$ cat config.mk
export PLATFORM = sky130hd
export DESIGN_NAME = mfq_top
export DESIGN_NICKNAME = d
export VERILOG_FILES = /design/src/rtl/mfq_pkg.sv /design/src/rtl/mfq_region_map.sv /design/src/rtl/mfq_ptr_bank.sv /design/src/rtl/mfq_port_fsm.sv /design/src/rtl/mfq_top.sv
export SDC_FILE = /design/constraint.sdc
export NUM_CORES = 2
export LEC_CHECK = 0
export BUFFER_PORTS_ARGS = -buffer_cell sky130_fd_sc_hd__buf_2
export CAP_MARGIN = 40
export CORE_ASPECT_RATIO = 2
export CORE_UTILIZATION = 40
export DETAILED_ROUTE_END_ITERATION = 8
export PLACE_DENSITY = 0.62
export SYNTH_ARGS = -nofsm -noshare
export SYNTH_HDL_FRONTEND = slang
export SYNTH_HIERARCHICAL = 1
export SYNTH_SLANG_ARGS = --single-unit
$ cat constraint.sdc
create_clock -name clk -period 23.3 [get_ports clk]
set_input_delay 5.825 -clock clk [delete_from_list [all_inputs] [get_ports clk]]
set_output_delay 5.825 -clock clk [all_outputs]
set_load 0.02 [all_outputs]
$ cat src/rtl/mfq_pkg.sv
package mfq_pkg;
    localparam int NQ   = 4;
    localparam int NPTR = 2 * NQ;
    localparam int PIW  = $clog2(NPTR);

    typedef enum logic [0:0] {
        ST_IDLE = 1'b0,
        ST_MEM  = 1'b1
    } fsm_st_e;
endpackage

$ cat src/rtl/mfq_region_map.sv
module mfq_region_map
    import mfq_pkg::*;
#(
    parameter int ADDR_W = 32,
    parameter int CODE_W = 5,
    parameter int SHIFT  = 11
) (
    input  logic [ADDR_W-1:0]           base,
    input  logic [CODE_W-1:0]           code,
    output logic [NQ-1:0][ADDR_W-1:0]   starts,
    output logic [NQ-1:0][ADDR_W-1:0]   ends
);
    logic [ADDR_W-1:0] span;
    assign span = ADDR_W'(code) << SHIFT;

    for (genvar k = 0; k < NQ; k++) begin : g_region
        assign starts[k] = base + ADDR_W'(k) * span;
        assign ends[k]   = base + ADDR_W'(k + 1) * span;
    end
endmodule

$ cat src/rtl/mfq_ptr_bank.sv
module mfq_ptr_bank
    import mfq_pkg::*;
#(
    parameter int ADDR_W = 32
) (
    input  logic                        clk,
    input  logic                        rst_n,
    input  logic                        init,
    input  logic [NQ-1:0][ADDR_W-1:0]   starts,
    input  logic                        wr_en,
    input  logic [PIW-1:0]              wr_idx,
    input  logic [ADDR_W-1:0]           wr_data,
    input  logic                        adv_en,
    input  logic [PIW-1:0]              adv_idx,
    input  logic [ADDR_W-1:0]           adv_val,
    output logic [NPTR-1:0][ADDR_W-1:0] ptrs
);
    logic [NPTR-1:0][ADDR_W-1:0] ptr_d, ptr_q;

    always_comb begin
        ptr_d = ptr_q;
        if (init) begin
            for (int k = 0; k < NQ; k++) begin
                ptr_d[2*k]   = starts[k];
                ptr_d[2*k+1] = starts[k];
            end
        end else if (wr_en) begin
            ptr_d[wr_idx] = wr_data;
        end else if (adv_en) begin
            ptr_d[adv_idx] = adv_val;
        end
    end

    always_ff @(posedge clk) begin
        if (!rst_n) ptr_q <= '0;
        else        ptr_q <= ptr_d;
    end

    assign ptrs = ptr_q;

    AST_PTR_HOLD: assert property (@(posedge clk) disable iff (!rst_n)
        (!init && !wr_en && !adv_en) |=> $stable(ptr_q));
endmodule

$ cat src/rtl/mfq_port_fsm.sv
module mfq_port_fsm
    import mfq_pkg::*;
#(
    parameter int ADDR_W = 32,
    parameter int DATA_W = 32
) (
    input  logic                        clk,
    input  logic                        rst_n,
    input  logic                        enable,
    input  logic [NPTR-1:0][ADDR_W-1:0] ptrs,
    input  logic [NQ-1:0][ADDR_W-1:0]   starts,
    input  logic [NQ-1:0][ADDR_W-1:0]   ends,
    input  logic                        port_req,
    input  logic                        port_sel,
    input  logic                        port_wr,
    input  logic [DATA_W-1:0]           port_wdata,
    output logic                        port_ack,
    output logic [DATA_W-1:0]           port_rdata,
    output logic                        overflow,
    output logic                        mem_req,
    output logic                        mem_wr,
    output logic [ADDR_W-1:0]           mem_addr,
    output logic [DATA_W-1:0]           mem_wdata,
    input  logic                        mem_ack,
    input  logic [DATA_W-1:0]           mem_rdata,
    output logic                        adv_en,
    output logic [PIW-1:0]              adv_idx,
    output logic [ADDR_W-1:0]           adv_val
);
    localparam logic [DATA_W-1:0] ALL_ONES = '1;

    typedef struct packed {
        fsm_st_e           st;
        logic              ack;
        logic              ovf;
        logic [DATA_W-1:0] rdata;
        logic [ADDR_W-1:0] addr;
        logic              wr;
        logic [DATA_W-1:0] wdata;
        logic [PIW-1:0]    idx;
        logic [ADDR_W-1:0] nxt;
    } fsm_t;

    fsm_t s_d, s_q;

    logic [1:0]        qi;
    logic [ADDR_W-1:0] head, tail, cur, inc, step;

    always_comb begin
        // queue picked by port and direction: in-rd 0, in-wr 1, out-wr 2, out-rd 3
        qi   = {port_sel, port_sel ^ port_wr};
        head = ptrs[{qi, 1'b0}];
        tail = ptrs[{qi, 1'b1}];
        cur  = port_wr ? head : tail;
        inc  = cur + ADDR_W'(4);
        step = (inc == ends[qi]) ? starts[qi] : inc;

        s_d     = s_q;
        s_d.ack = 1'b0;
        s_d.ovf = 1'b0;

        case (s_q.st)
            ST_IDLE: begin
                if (port_req) begin
                    if (!enable || (!port_wr && head == tail)) begin
                        s_d.ack   = 1'b1;
                        s_d.rdata = ALL_ONES;
                    end else if (port_wr && step == tail) begin
                        s_d.ack   = 1'b1;
                        s_d.ovf   = 1'b1;
                        s_d.rdata = ALL_ONES;
                    end else begin
                        s_d.st    = ST_MEM;
                        s_d.addr  = cur;
                        s_d.wr    = port_wr;
                        s_d.wdata = port_wdata;
                        s_d.idx   = {qi, ~port_wr};
                        s_d.nxt   = step;
                    end
                end
            end
            ST_MEM: begin
                if (mem_ack) begin
                    s_d.st    = ST_IDLE;
                    s_d.ack   = 1'b1;
                    s_d.rdata = s_q.wr ? ALL_ONES : mem_rdata;
                end
            end
            default: s_d.st = ST_IDLE;
        endcase
    end

    always_ff @(posedge clk) begin
        if (!rst_n) s_q <= '0;
        else        s_q <= s_d;
    end

    assign port_ack   = s_q.ack;
    assign port_rdata = s_q.rdata;
    assign overflow   = s_q.ovf;
    assign mem_req    = (s_q.st == ST_MEM);
    assign mem_wr     = s_q.wr;
    assign mem_addr   = s_q.addr;
    assign mem_wdata  = s_q.wdata;
    assign adv_en     = (s_q.st == ST_MEM) && mem_ack;
    assign adv_idx    = s_q.idx;
    assign adv_val    = s_q.nxt;

    AST_MEM_HOLD: assert property (@(posedge clk) disable iff (!rst_n)
        (mem_req && !mem_ack) |=> (mem_req && $stable(mem_addr)));
    AST_ACK_PULSE: assert property (@(posedge clk) disable iff (!rst_n)
        port_ack |=> !port_ack);
    AST_NO_MEM_WHEN_OFF: assert property (@(posedge clk) disable iff (!rst_n)
        $rose(mem_req) |-> $past(enable));
    AST_NO_OVERFLOW: assert property (@(posedge clk) disable iff (!rst_n)
        overflow |-> (port_ack && !mem_req));
endmodule

$ cat src/rtl/mfq_top.sv
module mfq_top
    import mfq_pkg::*;
#(
    parameter int ADDR_W     = 32,
    parameter int DATA_W     = 32,
    parameter int CODE_W     = 5,
    parameter int CODE_LSB   = 8,
    parameter int SIZE_SHIFT = 11,
    parameter int ALIGN_BITS = 20,
    parameter int REG_AW     = 4
) (
    input  logic              clk,
    input  logic              rst_n,
    input  logic              reg_wr,
    input  logic [REG_AW-1:0] reg_addr,
    input  logic [31:0]       reg_wdata,
    output logic [31:0]       reg_rdata,
    input  logic              port_req,
    input  logic              port_sel,
    input  logic              port_wr,
    input  logic [DATA_W-1:0] port_wdata,
    output logic              port_ack,
    output logic [DATA_W-1:0] port_rdata,
    output logic              mem_req,
    output logic              mem_wr,
    output logic [ADDR_W-1:0] mem_addr,
    output logic [DATA_W-1:0] mem_wdata,
    input  logic              mem_ack,
    input  logic [DATA_W-1:0] mem_rdata,
    output logic              post_pending,
    output logic              overflow
);
    localparam logic [REG_AW-1:0] RA_CTRL = REG_AW'(0);
    localparam logic [REG_AW-1:0] RA_BASE = REG_AW'(1);
    localparam logic [REG_AW-1:0] RA_PTR0 = REG_AW'(2);

    typedef struct packed {
        logic              en;
        logic [CODE_W-1:0] code;
        logic [ADDR_W-1:0] base;
    } cfg_t;

    cfg_t cfg_d, cfg_q;
    logic init;
    logic ptr_wr;
    logic [PIW-1:0] ptr_widx;

    logic [NQ-1:0][ADDR_W-1:0]   starts, ends;
    logic [NPTR-1:0][ADDR_W-1:0] ptrs;
    logic              adv_en;
    logic [PIW-1:0]    adv_idx;
    logic [ADDR_W-1:0] adv_val;

    always_comb begin
        cfg_d    = cfg_q;
        init     = 1'b0;
        ptr_wr   = 1'b0;
        ptr_widx = PIW'(reg_addr - RA_PTR0);
        if (reg_wr) begin
            if (reg_addr == RA_CTRL) begin
                cfg_d.en   = reg_wdata[0];
                cfg_d.code = reg_wdata[CODE_LSB +: CODE_W];
            end else if (reg_addr == RA_BASE) begin
                if (reg_wdata[ALIGN_BITS-1:0] == '0) begin
                    cfg_d.base = ADDR_W'(reg_wdata);
                    init       = 1'b1;
                end
            end else if (reg_addr >= RA_PTR0 && reg_addr < RA_PTR0 + REG_AW'(NPTR)) begin
                ptr_wr = 1'b1;
            end
        end
    end

    always_ff @(posedge clk) begin
        if (!rst_n) cfg_q <= '0;
        else        cfg_q <= cfg_d;
    end

    always_comb begin
        reg_rdata = '0;
        if (reg_addr == RA_CTRL) begin
            reg_rdata[0] = cfg_q.en;
            reg_rdata[CODE_LSB +: CODE_W] = cfg_q.code;
        end else if (reg_addr == RA_BASE) begin
            reg_rdata = 32'(cfg_q.base);
        end else if (reg_addr >= RA_PTR0 && reg_addr < RA_PTR0 + REG_AW'(NPTR)) begin
            reg_rdata = 32'(ptrs[ptr_widx]);
        end
    end

    // region starts follow the next config so init lands on the new base
    mfq_region_map #(.ADDR_W(ADDR_W), .CODE_W(CODE_W), .SHIFT(SIZE_SHIFT)) u_map (
        .base   (cfg_d.base),
        .code   (cfg_d.code),
        .starts (starts),
        .ends   (ends)
    );

    mfq_ptr_bank #(.ADDR_W(ADDR_W)) u_ptrs (
        .clk     (clk),
        .rst_n   (rst_n),
        .init    (init),
        .starts  (starts),
        .wr_en   (ptr_wr),
        .wr_idx  (ptr_widx),
        .wr_data (ADDR_W'(reg_wdata)),
        .adv_en  (adv_en),
        .adv_idx (adv_idx),
        .adv_val (adv_val),
        .ptrs    (ptrs)
    );

    mfq_port_fsm #(.ADDR_W(ADDR_W), .DATA_W(DATA_W)) u_fsm (
        .clk        (clk),
        .rst_n      (rst_n),
        .enable     (cfg_q.en),
        .ptrs       (ptrs),
        .starts     (starts),
        .ends       (ends),
        .port_req   (port_req),
        .port_sel   (port_sel),
        .port_wr    (port_wr),
        .port_wdata (port_wdata),
        .port_ack   (port_ack),
        .port_rdata (port_rdata),
        .overflow   (overflow),
        .mem_req    (mem_req),
        .mem_wr     (mem_wr),
        .mem_addr   (mem_addr),
        .mem_wdata  (mem_wdata),
        .mem_ack    (mem_ack),
        .mem_rdata  (mem_rdata),
        .adv_en     (adv_en),
        .adv_idx    (adv_idx),
        .adv_val    (adv_val)
    );

    assign post_pending = (ptrs[2] != ptrs[3]);

    AST_BASE_ALIGNED: assert property (@(posedge clk) disable iff (!rst_n)
        cfg_q.base[ALIGN_BITS-1:0] == '0);
endmodule

==> results.md <==
* Status: complete, no violations
* Nets at 3623
* Initial DRT Pass Iterations at 8
* Async SR Flop Fraction at 0
* Measured slew at the worst slew-check pin at 1.14 ns
* Initial drt markers at 5221
* CP startpoint kind: primary input
* Max Slew Vio Count at 0
* Synthesis-stage register bit count at 429
* Core Rows at 153
* Worst Hold Slack at 0.462 ns
* CTS clk-pin slew, worst paths at 0.07 ns
* Largest net degree at the start of global routing at 190
* Number of vias per cell at 7.59
* Final setup viols at 0
* CTS sink cnt at 429
* Seq/Total Area, Yosys at 0.244
* HP Start: u_fsm/adv_val[12]
* Maximum vdd drop at 43.2 uV
* Crit path kind: in2reg
* Vias at 35600
* Post-CTS resize count at 0
* Synthesis-to-layout area growth at 4.84%
* Crit path arrival time at 15.39 ns
* Commonest non-fill, non-tap cell in the layout: dfxtp_1
* Final Critical Period at 14.86 ns
* Clk Latency, worst-skew pair at 0.67 ns
* Antenna violations before repair at 19
* Cell variety after synth at 107
* Combinational Power Share at 0.166
* Power Density at 49.4 nW/um^2
* Unrepaired setup endpoints after global routing: no
* Reg-to-Reg End: u_fsm/mem_wdata[26]
* TritonCTS clock tree: yes
* Setup TNS at 0 ns
* Min-Delay Endpoint: u_fsm/adv_val[12]
* Net Switching at 582 uW
* Share of layout cells above drive strength 1 at 0.207
* Cells after Synth at 3695
* # port buffers at 239
* Critical path required time at 23.83 ns
* Main synth FF type: dfxtp_1
* Leak Pwr at 13.4 nW
* Cts hold-fix bufs at 0
* Final non-filler cell total at 4694
* Post-synth top area cell: dfxtp_1
* Die area at 89300 um^2
* Crit path capture type: flip-flop
* Global-route wire length before repair at 262 mm
* Final wirelength at 188 mm
* CTS Buf Count at 43
* Cell Count Post-Placement at 4588
* Remaining Overflow, GRT at 0
* EDFF count, synth at 0
* WL/cell at 40.1 um
* CTS H-tree lvls at 2
* Post-Synthesis Cell Area at 35200 um^2
* Detailed Place HPWL at 122 mm
* Slew Limit Headroom at 0.243
* Final hold violation count at 0
* Detail Route Antenna Nets at 0
* Slowest cell on the critical path: and3_1
* Worst R2R Path Depth at 27
* Clk pwr share at 0.414
* Largest fanout on the critical path at 53
* Vias in the first global route at 34000
* Max frequency at 0.0673 GHz
* Crit path largest cell delay at 0.81 ns
* Clock Tree Buf Depth at 3
* Avg Inst Size Synth at 9.54 um^2
* Die width at 212 um
* Post CTS Setup Buffer Count at 0
* Max Clock Skew at 0.0437 ns
* Synth top area share at 0.244
* Top post-synthesis cells by area: dfxtp_1 (24%), mux4_2 (11%), a211oi_1 (6.6%), a221oi_1 (6.1%), a2111oi_0 (5.6%)
* Post-Syn Nets at 3834
* R2r setup slk at 15.16 ns
* RePlAce Congestion at 1.12
* Max-cap violations at 0
* Starting Density at 0.405
* Die Y at 422 um
* Most frequent cells in the layout: dfxtp_1 (429), a211oi_1 (311), a221oi_1 (247)
* Sequential share of power at 0.420
* P_int at 1.24 mW
* Synth Warn # at 6
* Switching Fraction at 0.319
* Hold WC Path Type: reg2reg
* CTS Root Cell: clkbuf_16
* Tot GR Track Use at 0.417
* FILL cells at 8537
* Period Utilization, post-route at 0.638
* Power Total at 1.82 mW
* IO Count at 240
* Area of the core at 87100 um^2
* Hold Path Stages at 2
* Worst r2r src: cfg_q[33]
* DRC errors left at 0
[critical path: cells and delay by family]
family                   cells  cell delay (ns)
AO/OA/AOI/OAI                5             1.57
AND/OR/NAND/NOR             11             4.41
buffers and inverters        4             1.90
adder cells (fa/ha/maj)      1             0.39
multiplexers                 2             0.73
XOR/XNOR                     3             0.38
[power by group through the flow]
stage	sequential, mW	combinational, mW	clock, mW
after floorplan	0.782	0.169	0
after global placement	0.782	0.278	0
after detailed placement	0.782	0.280	0
after CTS	0.766	0.281	0.753
after global routing	0.768	0.307	0.784
final	0.767	0.303	0.755
[Yosys cell counts (14+ instances only)]
| cell | number |
|---|---|
| nand3_1 | 48 |
| nand2_1 | 135 |
| o21ai_0 | 59 |
| o221a_2 | 32 |
| mux2_2 | 16 |
| nor2_1 | 89 |
| buf_6 | 32 |
| and3_1 | 38 |
| o22ai_1 | 53 |
| and2_1 | 184 |
| nand4_1 | 49 |
| nor2b_1 | 109 |
| nor4_1 | 26 |
| nand2b_1 | 14 |
| a2111oi_0 | 227 |
| clkbuf_1 | 208 |
| a221oi_1 | 247 |
| inv_1 | 34 |
| buf_4 | 218 |
| a21oi_1 | 42 |
| mux2i_1 | 186 |
| xor2_1 | 86 |
| a211oi_1 | 311 |
| nor3b_4 | 32 |
| ha_1 | 27 |
| dfxtp_1 | 429 |
| buf_1 | 23 |
| nor3_1 | 23 |
| xnor2_1 | 140 |
| a32oi_1 | 28 |
| buf_2 | 114 |
| mux4_2 | 166 |
[kinds of logic after synthesis]
kind of cell | share of synthesized area
AO/OA/AOI/OAI | 0.253
XOR/XNOR | 0.0640
adder cells (fa/ha/maj) | 0.0124
buffers and inverters | 0.105
flip-flops | 0.244
multiplexers | 0.165
AND/OR/NAND/NOR | 0.156
[how the worst max path moves through the flow]
stage                                endpoint  cells past startpoint         from  slack, ns
after detailed placement  u_fsm/mem_wdata[26]                     26  reg_addr[0]       8.06
after floorplan                  reg_rdata[1]                      6  reg_addr[0]      10.52
after global placement     u_fsm/mem_wdata[9]                     25  reg_addr[0]       8.06
final                     u_fsm/mem_wdata[26]                     26  reg_addr[0]       8.44
after global routing      u_fsm/mem_wdata[22]                     26  reg_addr[0]       8.14
after CTS                       reg_rdata[31]                      8  reg_addr[2]       8.63
[through the flow]
stage	cell area, um^2	worst slack [ns]	utilization
after CTS	36800	8.63	0.423
after global routing	36900	8.14	0.424
after floorplan	35200	10.52	-
after detailed placement	35400	8.06	0.406
final	36900	8.44	0.424
after global placement	35100	8.06	0.403
[metal layers]
layer / GRT usage / vias up / part of all wire
li1: - / 14100 / -
met1: 0.434 / 17100 / 0.31
met2: 0.648 / 3238 / 0.45
met3: 0.124 / 1178 / 0.11
met4: 0.431 / 12 / 0.13
met5: 0.00556 / - / 0.00066
[state kept, by name, indices dropped and copies added, names as in the netlist]
| register | cells |
|---|---|
| u_ptrs/ptrs | 256 |
| u_fsm/mem_req | 1 |
| u_fsm/port_ack | 1 |
| u_fsm/mem_wr | 1 |
| u_fsm/mem_addr | 32 |
| u_fsm/adv_idx | 3 |
| u_fsm/adv_val | 32 |
| cfg_q | 38 |
| u_fsm/port_rdata | 32 |
| u_fsm/mem_wdata | 32 |
| u_fsm/overflow | 1 |
[final cells by class]
type / instances / area [um^2] / area share
multi-input combinational: 2621 / 23000 / 0.624
inverter: 39 / 163 / 0.00440
timing repair buffer: 350 / 2230 / 0.0605
clock inverter: 15 / 168 / 0.00454
antenna: 13 / 32.5 / 0.000881
sequential: 429 / 8590 / 0.232
tap: 1162 / 1450 / 0.0394
clock buffer: 65 / 1260 / 0.0341
No activity file was read; power rests on OpenSTA's default activity.
